--- src/rtl/mmu_pkg.sv ---
package mmu_pkg;
    localparam int VA_W  = 14;
    localparam int PA_W  = 12;
    localparam int OFS_W = 6;
    localparam int VPN_W = VA_W - OFS_W;
    localparam int PPN_W = PA_W - OFS_W;
    localparam int SETS  = 4;
    localparam int WAYS  = 4;
    localparam int SET_W = $clog2(SETS);
    localparam int WAY_W = $clog2(WAYS);
    localparam int TAG_W = VPN_W - SET_W;

    // Page-table entry layout: valid, supervisor-only, write, read, page number
    typedef struct packed {
        logic             vld;
        logic             sup;
        logic             wr;
        logic             rd;
        logic [PPN_W-1:0] ppn;
    } pte_t;

    localparam int PTE_W = $bits(pte_t);

    typedef enum logic [2:0] {
        ST_IDLE,
        ST_LOOKUP,
        ST_WALK,
        ST_WAIT,
        ST_RESP
    } xl_state_e;
endpackage

--- src/rtl/mmu_perm.sv ---
module mmu_perm (
    input  logic pg_rd,
    input  logic pg_wr,
    input  logic pg_sup,
    input  logic is_write,
    input  logic is_sup,
    output logic prot_fault
);
    logic type_bad;
    logic mode_bad;

    always_comb begin
        type_bad   = is_write ? !pg_wr : !pg_rd;
        mode_bad   = pg_sup && !is_sup;
        prot_fault = type_bad || mode_bad;
    end
endmodule

--- src/rtl/mmu_tlb.sv ---
module mmu_tlb
    import mmu_pkg::*;
(
    input  logic             clk,
    input  logic             rst_n,
    input  logic             flush,
    input  logic [VPN_W-1:0] lk_vpn,
    output logic             lk_hit,
    output pte_t             lk_pte,
    input  logic             ins_en,
    input  logic [VPN_W-1:0] ins_vpn,
    input  pte_t             ins_pte
);
    logic [WAYS-1:0]  vld_q [SETS];
    logic [TAG_W-1:0] tag_q [SETS][WAYS];
    pte_t             ent_q [SETS][WAYS];
    logic [WAY_W-1:0] rr_q  [SETS];

    logic [SET_W-1:0] lk_set;
    logic [SET_W-1:0] in_set;
    logic [TAG_W-1:0] lk_tag;
    logic [TAG_W-1:0] in_tag;
    logic [WAYS-1:0]  match;
    logic [WAY_W-1:0] victim;
    logic             set_full;

    assign lk_set = lk_vpn[SET_W-1:0];
    assign lk_tag = lk_vpn[VPN_W-1:SET_W];
    assign in_set = ins_vpn[SET_W-1:0];
    assign in_tag = ins_vpn[VPN_W-1:SET_W];

    genvar w;
    generate
        for (w = 0; w < WAYS; w++) begin : g_way
            assign match[w] = vld_q[lk_set][w] && (tag_q[lk_set][w] == lk_tag);
        end
    endgenerate

    assign lk_hit = |match;

    always_comb begin
        lk_pte = '0;
        for (int i = 0; i < WAYS; i++) begin
            if (match[i]) lk_pte = ent_q[lk_set][i];
        end
    end

    // lowest empty way, else the set's rotating pointer
    always_comb begin
        victim   = rr_q[in_set];
        set_full = 1'b1;
        for (int i = WAYS - 1; i >= 0; i--) begin
            if (!vld_q[in_set][i]) begin
                victim   = WAY_W'(i);
                set_full = 1'b0;
            end
        end
    end

    always_ff @(posedge clk) begin
        if (!rst_n) begin
            for (int s = 0; s < SETS; s++) begin
                vld_q[s] <= '0;
                rr_q[s]  <= '0;
            end
        end else if (flush) begin
            for (int s = 0; s < SETS; s++) vld_q[s] <= '0;
        end else if (ins_en) begin
            vld_q[in_set][victim] <= 1'b1;
            if (set_full) rr_q[in_set] <= rr_q[in_set] + 1'b1;
        end
    end

    always_ff @(posedge clk) begin
        if (ins_en) begin
            tag_q[in_set][victim] <= in_tag;
            ent_q[in_set][victim] <= ins_pte;
        end
    end
endmodule

--- src/rtl/mmu_xlate.sv ---
module mmu_xlate
    import mmu_pkg::*;
(
    input  logic             clk,
    input  logic             rst_n,
    input  logic             flush,
    input  logic [PA_W-1:0]  ptbr,
    input  logic             req_valid,
    output logic             req_ready,
    input  logic [VA_W-1:0]  req_va,
    input  logic             req_write,
    input  logic             req_sup,
    output logic             rsp_valid,
    output logic [PA_W-1:0]  rsp_pa,
    output logic             rsp_page_fault,
    output logic             rsp_prot_fault,
    output logic             pt_req_valid,
    output logic [PA_W-1:0]  pt_req_addr,
    input  logic             pt_rsp_valid,
    input  logic [PTE_W-1:0] pt_rsp_pte
);
    xl_state_e state_q, state_d;

    logic [VA_W-1:0] va_q;
    logic            wr_q;
    logic            sup_q;
    logic [PA_W-1:0] pa_q;
    logic            pf_q;
    logic            prot_q;

    logic [VPN_W-1:0] vpn;
    logic [OFS_W-1:0] ofs;
    logic             lk_hit;
    pte_t             lk_pte;
    pte_t             walk_pte;
    logic             hit_ok;
    logic             ins_en;
    logic             prot_bad;

    assign vpn      = va_q[VA_W-1:OFS_W];
    assign ofs      = va_q[OFS_W-1:0];
    assign walk_pte = pte_t'(pt_rsp_pte);
    assign hit_ok   = lk_hit && lk_pte.vld;

    mmu_tlb u_tlb (
        .clk     (clk),
        .rst_n   (rst_n),
        .flush   (flush),
        .lk_vpn  (vpn),
        .lk_hit  (lk_hit),
        .lk_pte  (lk_pte),
        .ins_en  (ins_en),
        .ins_vpn (vpn),
        .ins_pte (walk_pte)
    );

    mmu_perm u_perm (
        .pg_rd      (lk_pte.rd),
        .pg_wr      (lk_pte.wr),
        .pg_sup     (lk_pte.sup),
        .is_write   (wr_q),
        .is_sup     (sup_q),
        .prot_fault (prot_bad)
    );

    // state register
    always_ff @(posedge clk) begin
        if (!rst_n) state_q <= ST_IDLE;
        else        state_q <= state_d;
    end

    // next-state logic
    always_comb begin
        state_d = state_q;
        unique case (state_q)
            ST_IDLE:   if (req_valid) state_d = ST_LOOKUP;
            ST_LOOKUP: state_d = hit_ok ? ST_RESP : ST_WALK;
            ST_WALK:   state_d = ST_WAIT;
            ST_WAIT:   if (pt_rsp_valid) state_d = walk_pte.vld ? ST_LOOKUP : ST_RESP;
            ST_RESP:   state_d = ST_IDLE;
            default:   state_d = ST_IDLE;
        endcase
    end

    // outputs decoded from state
    always_comb begin
        req_ready    = (state_q == ST_IDLE);
        rsp_valid    = (state_q == ST_RESP);
        pt_req_valid = (state_q == ST_WALK);
        ins_en       = (state_q == ST_WAIT) && pt_rsp_valid && walk_pte.vld;
        pt_req_addr  = ptbr + PA_W'(vpn);
    end

    assign rsp_pa         = pa_q;
    assign rsp_page_fault = pf_q;
    assign rsp_prot_fault = prot_q;

    // request capture and result registers
    always_ff @(posedge clk) begin
        if (!rst_n) begin
            va_q   <= '0;
            wr_q   <= 1'b0;
            sup_q  <= 1'b0;
            pa_q   <= '0;
            pf_q   <= 1'b0;
            prot_q <= 1'b0;
        end else begin
            if (state_q == ST_IDLE && req_valid) begin
                va_q  <= req_va;
                wr_q  <= req_write;
                sup_q <= req_sup;
            end
            if (state_q == ST_LOOKUP && hit_ok) begin
                pf_q   <= 1'b0;
                prot_q <= prot_bad;
                pa_q   <= prot_bad ? '0 : {lk_pte.ppn, ofs};
            end
            if (state_q == ST_WAIT && pt_rsp_valid && !walk_pte.vld) begin
                pf_q   <= 1'b1;
                prot_q <= 1'b0;
                pa_q   <= '0;
            end
        end
    end
endmodule

--- config.mk ---
export PLATFORM = sky130hd
export DESIGN_NAME = mmu_xlate
export DESIGN_NICKNAME = d
export VERILOG_FILES = /design/src/rtl/mmu_pkg.sv /design/src/rtl/mmu_perm.sv /design/src/rtl/mmu_tlb.sv /design/src/rtl/mmu_xlate.sv
export SDC_FILE = /design/constraint.sdc
export NUM_CORES = 1
export LEC_CHECK = 0
export BUFFER_PORTS_ARGS = -buffer_cell sky130_fd_sc_hd__buf_2
export CORE_MARGIN = 2
export CORE_UTILIZATION = 30
export DETAILED_ROUTE_END_ITERATION = 12
export PLACE_DENSITY_LB_ADDON = 0.2
export SKIP_LAST_GASP = 1
export SYNTH_ARGS = -nofsm -noshare
export SYNTH_HDL_FRONTEND = slang
export SYNTH_SLANG_ARGS = --single-unit
--- constraint.sdc ---
create_clock -name clk -period 5.22 [get_ports clk]
set_clock_uncertainty 0.2 [all_clocks]
set_input_delay 1.305 -clock clk [delete_from_list [all_inputs] [get_ports clk]]
set_output_delay 1.305 -clock clk [all_outputs]
set_load 0.01 [all_outputs]
==> flow_summary.ini <==
[cts]
post_cts_buffers = 0
clk_transition_reported_paths_ns = 0.06
clock_latency_ns = 0.51
clk_root_buffer_cell = clkbuf_16
ctsResizeCount = 0
cts_buffer_depth = 3
htree_levels = 2
cts_buffers = 34
cts_num_sinks = 315
cts_hold_buf = 0
cts_tree = done

[finish]
drive_above_1_share_pct = 27.97
final_core_util_pct = 35.48
instances_no_fill = 1511
final_nets = 953
antennaDiodeCount = 0
area_growth_syn_to_layout_pct = 16.71

[place]
place_inst = 1450
globalplace.congestion = 0.7808
place_hpwl_mm = 18.95
port_buffers = 71

[global_routing]
grt_pass1_vias = 7464
grt_start_max_net_pins = 37
overflow = 0
grtUsageTotal_pct = 13.91
grt_pass1_wl_mm = 46.46
antenna_found_initial = 0

[routing]
wirelength_mm = 30.78
antenna_left = 0
vias_per_cell = 4.766
drc_errors = 0
drt_iter0_markers = 455
drt_first_pass_iters = 4
wl_per_cell_microns = 20.37
via_count = 7202

[worst_setup_path]
cp_common_cell = o21ai_0
path_cells = buf_2 > ha_1 > inv_1 > fa_1 > nor2b_1 > o21ai_0 > a21boi_0 > o21ai_0 > a21boi_0 > o21ai_0 > a21oi_1 > xor2_1 > buf_2
slowest_stage = fa_1
cp.arrival_ns = 3.50
r2r_cells = 8
cp-end-kind = output pin
worst_setup_path_start_kind = input pin
critPathTopFamily = compound AO/OA/AOI/OAI gates
critPathMaxFanout = 2
path_buf_inv = 3
critPathRequiredTime_ns = 3.71
path_class = input pin to output pin
critPathLaunch = ptbr[0]
critPathMaxStageDelay_ns = 0.39
cp_num_cells = 13

[timing]
post-route-min-period_ns = 5.001
tns_ns = 0
max_freq_mhz = 199.9
hold_slack_ns = 0.2626
timing.final.max_slew_violations = 0
finalHoldViolations = 0
worstMarginPinSlew_ns = 1.017
slew_headroom_pct = 31.95
rsz0062_at_grt = false
post-route-period-util_pct = 95.81
setup_viol = 0

[floorplanning]
num_rows = 76
ioPinCount = 72
core_sq_mm = 0.04308
die_x_microns = 212.9
initial_core_util_pct = 30.40
die_y_microns = 212.9
dieArea_sq_mm = 0.04534

[yosys]
synth_nets = 856
syn_area_sq_mm = 0.01310
ys_seq_area_share_pct = 68.34
synth_edf_count = 264
yosysUniqueCellTypes = 64
synth_ff_type = edfxtp_1
ys_warn_count = 0
synth_top_cell_by_area = edfxtp_1
yosysTopAreaCellShare_pct = 60.54
synth_top_cells_by_area = edfxtp_1 61%, mux4_2 8.8%, dfxtp_1 7.8%
async_flop_share_pct = 0
syn_inst = 804
synth_seq_cells = 315
postSynthAreaPerCell_sq_um = 16.29

[pwr]
power_density_mw_per_mm2 = 352.9
p_total_w = 0.005393
vdd_drop_max_v = 0.0001695
leakage_nw = 4.966

[min_path]
hold_path_startpoint = u_tlb.vld_q[3][1]$_DFF_P_
whs_path_depth = 1
hold_class = flip-flop to flip-flop

[run_status]
outcome = finished clean

[flow_run]
drv_cap = 0
## cells in the mapped netlist (13+ instances only)
cell and n:
dfxtp_1 51, nor2_1 42, inv_1 23, o21a_1 20, mux2_2 13, xnor2_1 18
clkbuf_1 17, a21oi_1 24, nand2_1 61, nand4_1 15, buf_2 14, edfxtp_1 264
o21ai_0 27, mux4_2 51, mux2i_1 24
## layout make-up
cell class,instances,area (sq um)
multi-input combinational,422,3839
timing repair buffer,105,610.6
clock buffer,47,984.7
fill,4122,27790
sequential,315,8956
inverter,23,86.33
tap,585,732.0
clock inverter,14,75.07
## per-stage QoR
step / instance area [sq um] / worst slack [ns]
after global placement: 14220 / 0.1813
after global routing: 15280 / 0.001585
after detailed placement: 14220 / 0.1887
final: 15280 / 0.2185
after floorplan: 13100 / 0.5858
after CTS: 15280 / 0.1880
## final timing paths
| path | to | slack [ns] |
|---|---|---|
| max | pt_req_addr[10] | 0.22 |
| min reg2reg | u_tlb.vld_q[3][1]$_DFF_P_ | 0.26 |
| min | u_tlb.vld_q[3][1]$_DFF_P_ | 0.26 |
| max reg2reg | rsp_prot_fault$_SDFFE_PP0P_ | 1.26 |
## state kept, by name, indices dropped and copies added (netlist names), named ones only
name and count:
wr_q 1, rsp_page_fault 1, va_q 14, u_tlb.rr_q 8, u_tlb.tag_q 96, rsp_prot_fault 1
sup_q 1, u_tlb.vld_q 16, rsp_pa 12, state_q 3, u_tlb.ent_q 160
## cells by family (layout without fill, tap and decap cells)
| family | Yosys count | count (layout) | synth area share (%) |
|---|---|---|---|
| flops | 315 | 315 | 68.34 |
| simple gates | 173 | 173 | 6.402 |
| compound gates | 117 | 117 | 6.555 |
| mux | 96 | 96 | 13.33 |
| buf+inv | 67 | 189 | 2.656 |
| xor+xnor | 27 | 27 | 1.806 |
| fa+ha+maj | 9 | 9 | 0.9173 |
## per-layer routing
layer,share of wire (%),wire [microns],up-vias,GRT usage [%]
li1,-,-,3328,-
met1,48,14670,3692,19.24
met2,47,14310,141,22.35
met3,3.7,1125,41,2.250
met4,2.2,667,0,4.509
met5,0,0,-,0
## power breakdown
part / internal (W) / leakage, nW / switching, W / total (W)
combinational: 0.000149 / 1.64 / 0.000190 / 0.000339
clock: 0.00132 / 0.517 / 0.000954 / 0.00227
sequential: 0.00274 / 2.81 / 0.0000378 / 0.00278
## layout by cell type (no fill, tap or decap), types with 7 or more instances in the layout
cell / synthesis / final
clkbuf_16: 0 / 35
nand2_1: 61 / 61
nand3_1: 7 / 7
ha_1: 8 / 8
mux4_1: 8 / 8
buf_2: 14 / 71
mux2i_1: 24 / 24
xnor2_1: 18 / 18
dfxtp_1: 51 / 49
inv_1: 23 / 23
o21a_1: 20 / 20
buf_4: 2 / 34
xor2_1: 9 / 9
a21oi_1: 24 / 24
edfxtp_1: 264 / 264
nand4_1: 15 / 15
o21ai_0: 27 / 27
mux4_2: 51 / 51
o31ai_2: 10 / 10
mux2_2: 13 / 13
nand2b_1: 12 / 12
nor2_1: 42 / 26
nor2_2: 0 / 16
(Power assumes the default switching activity.)
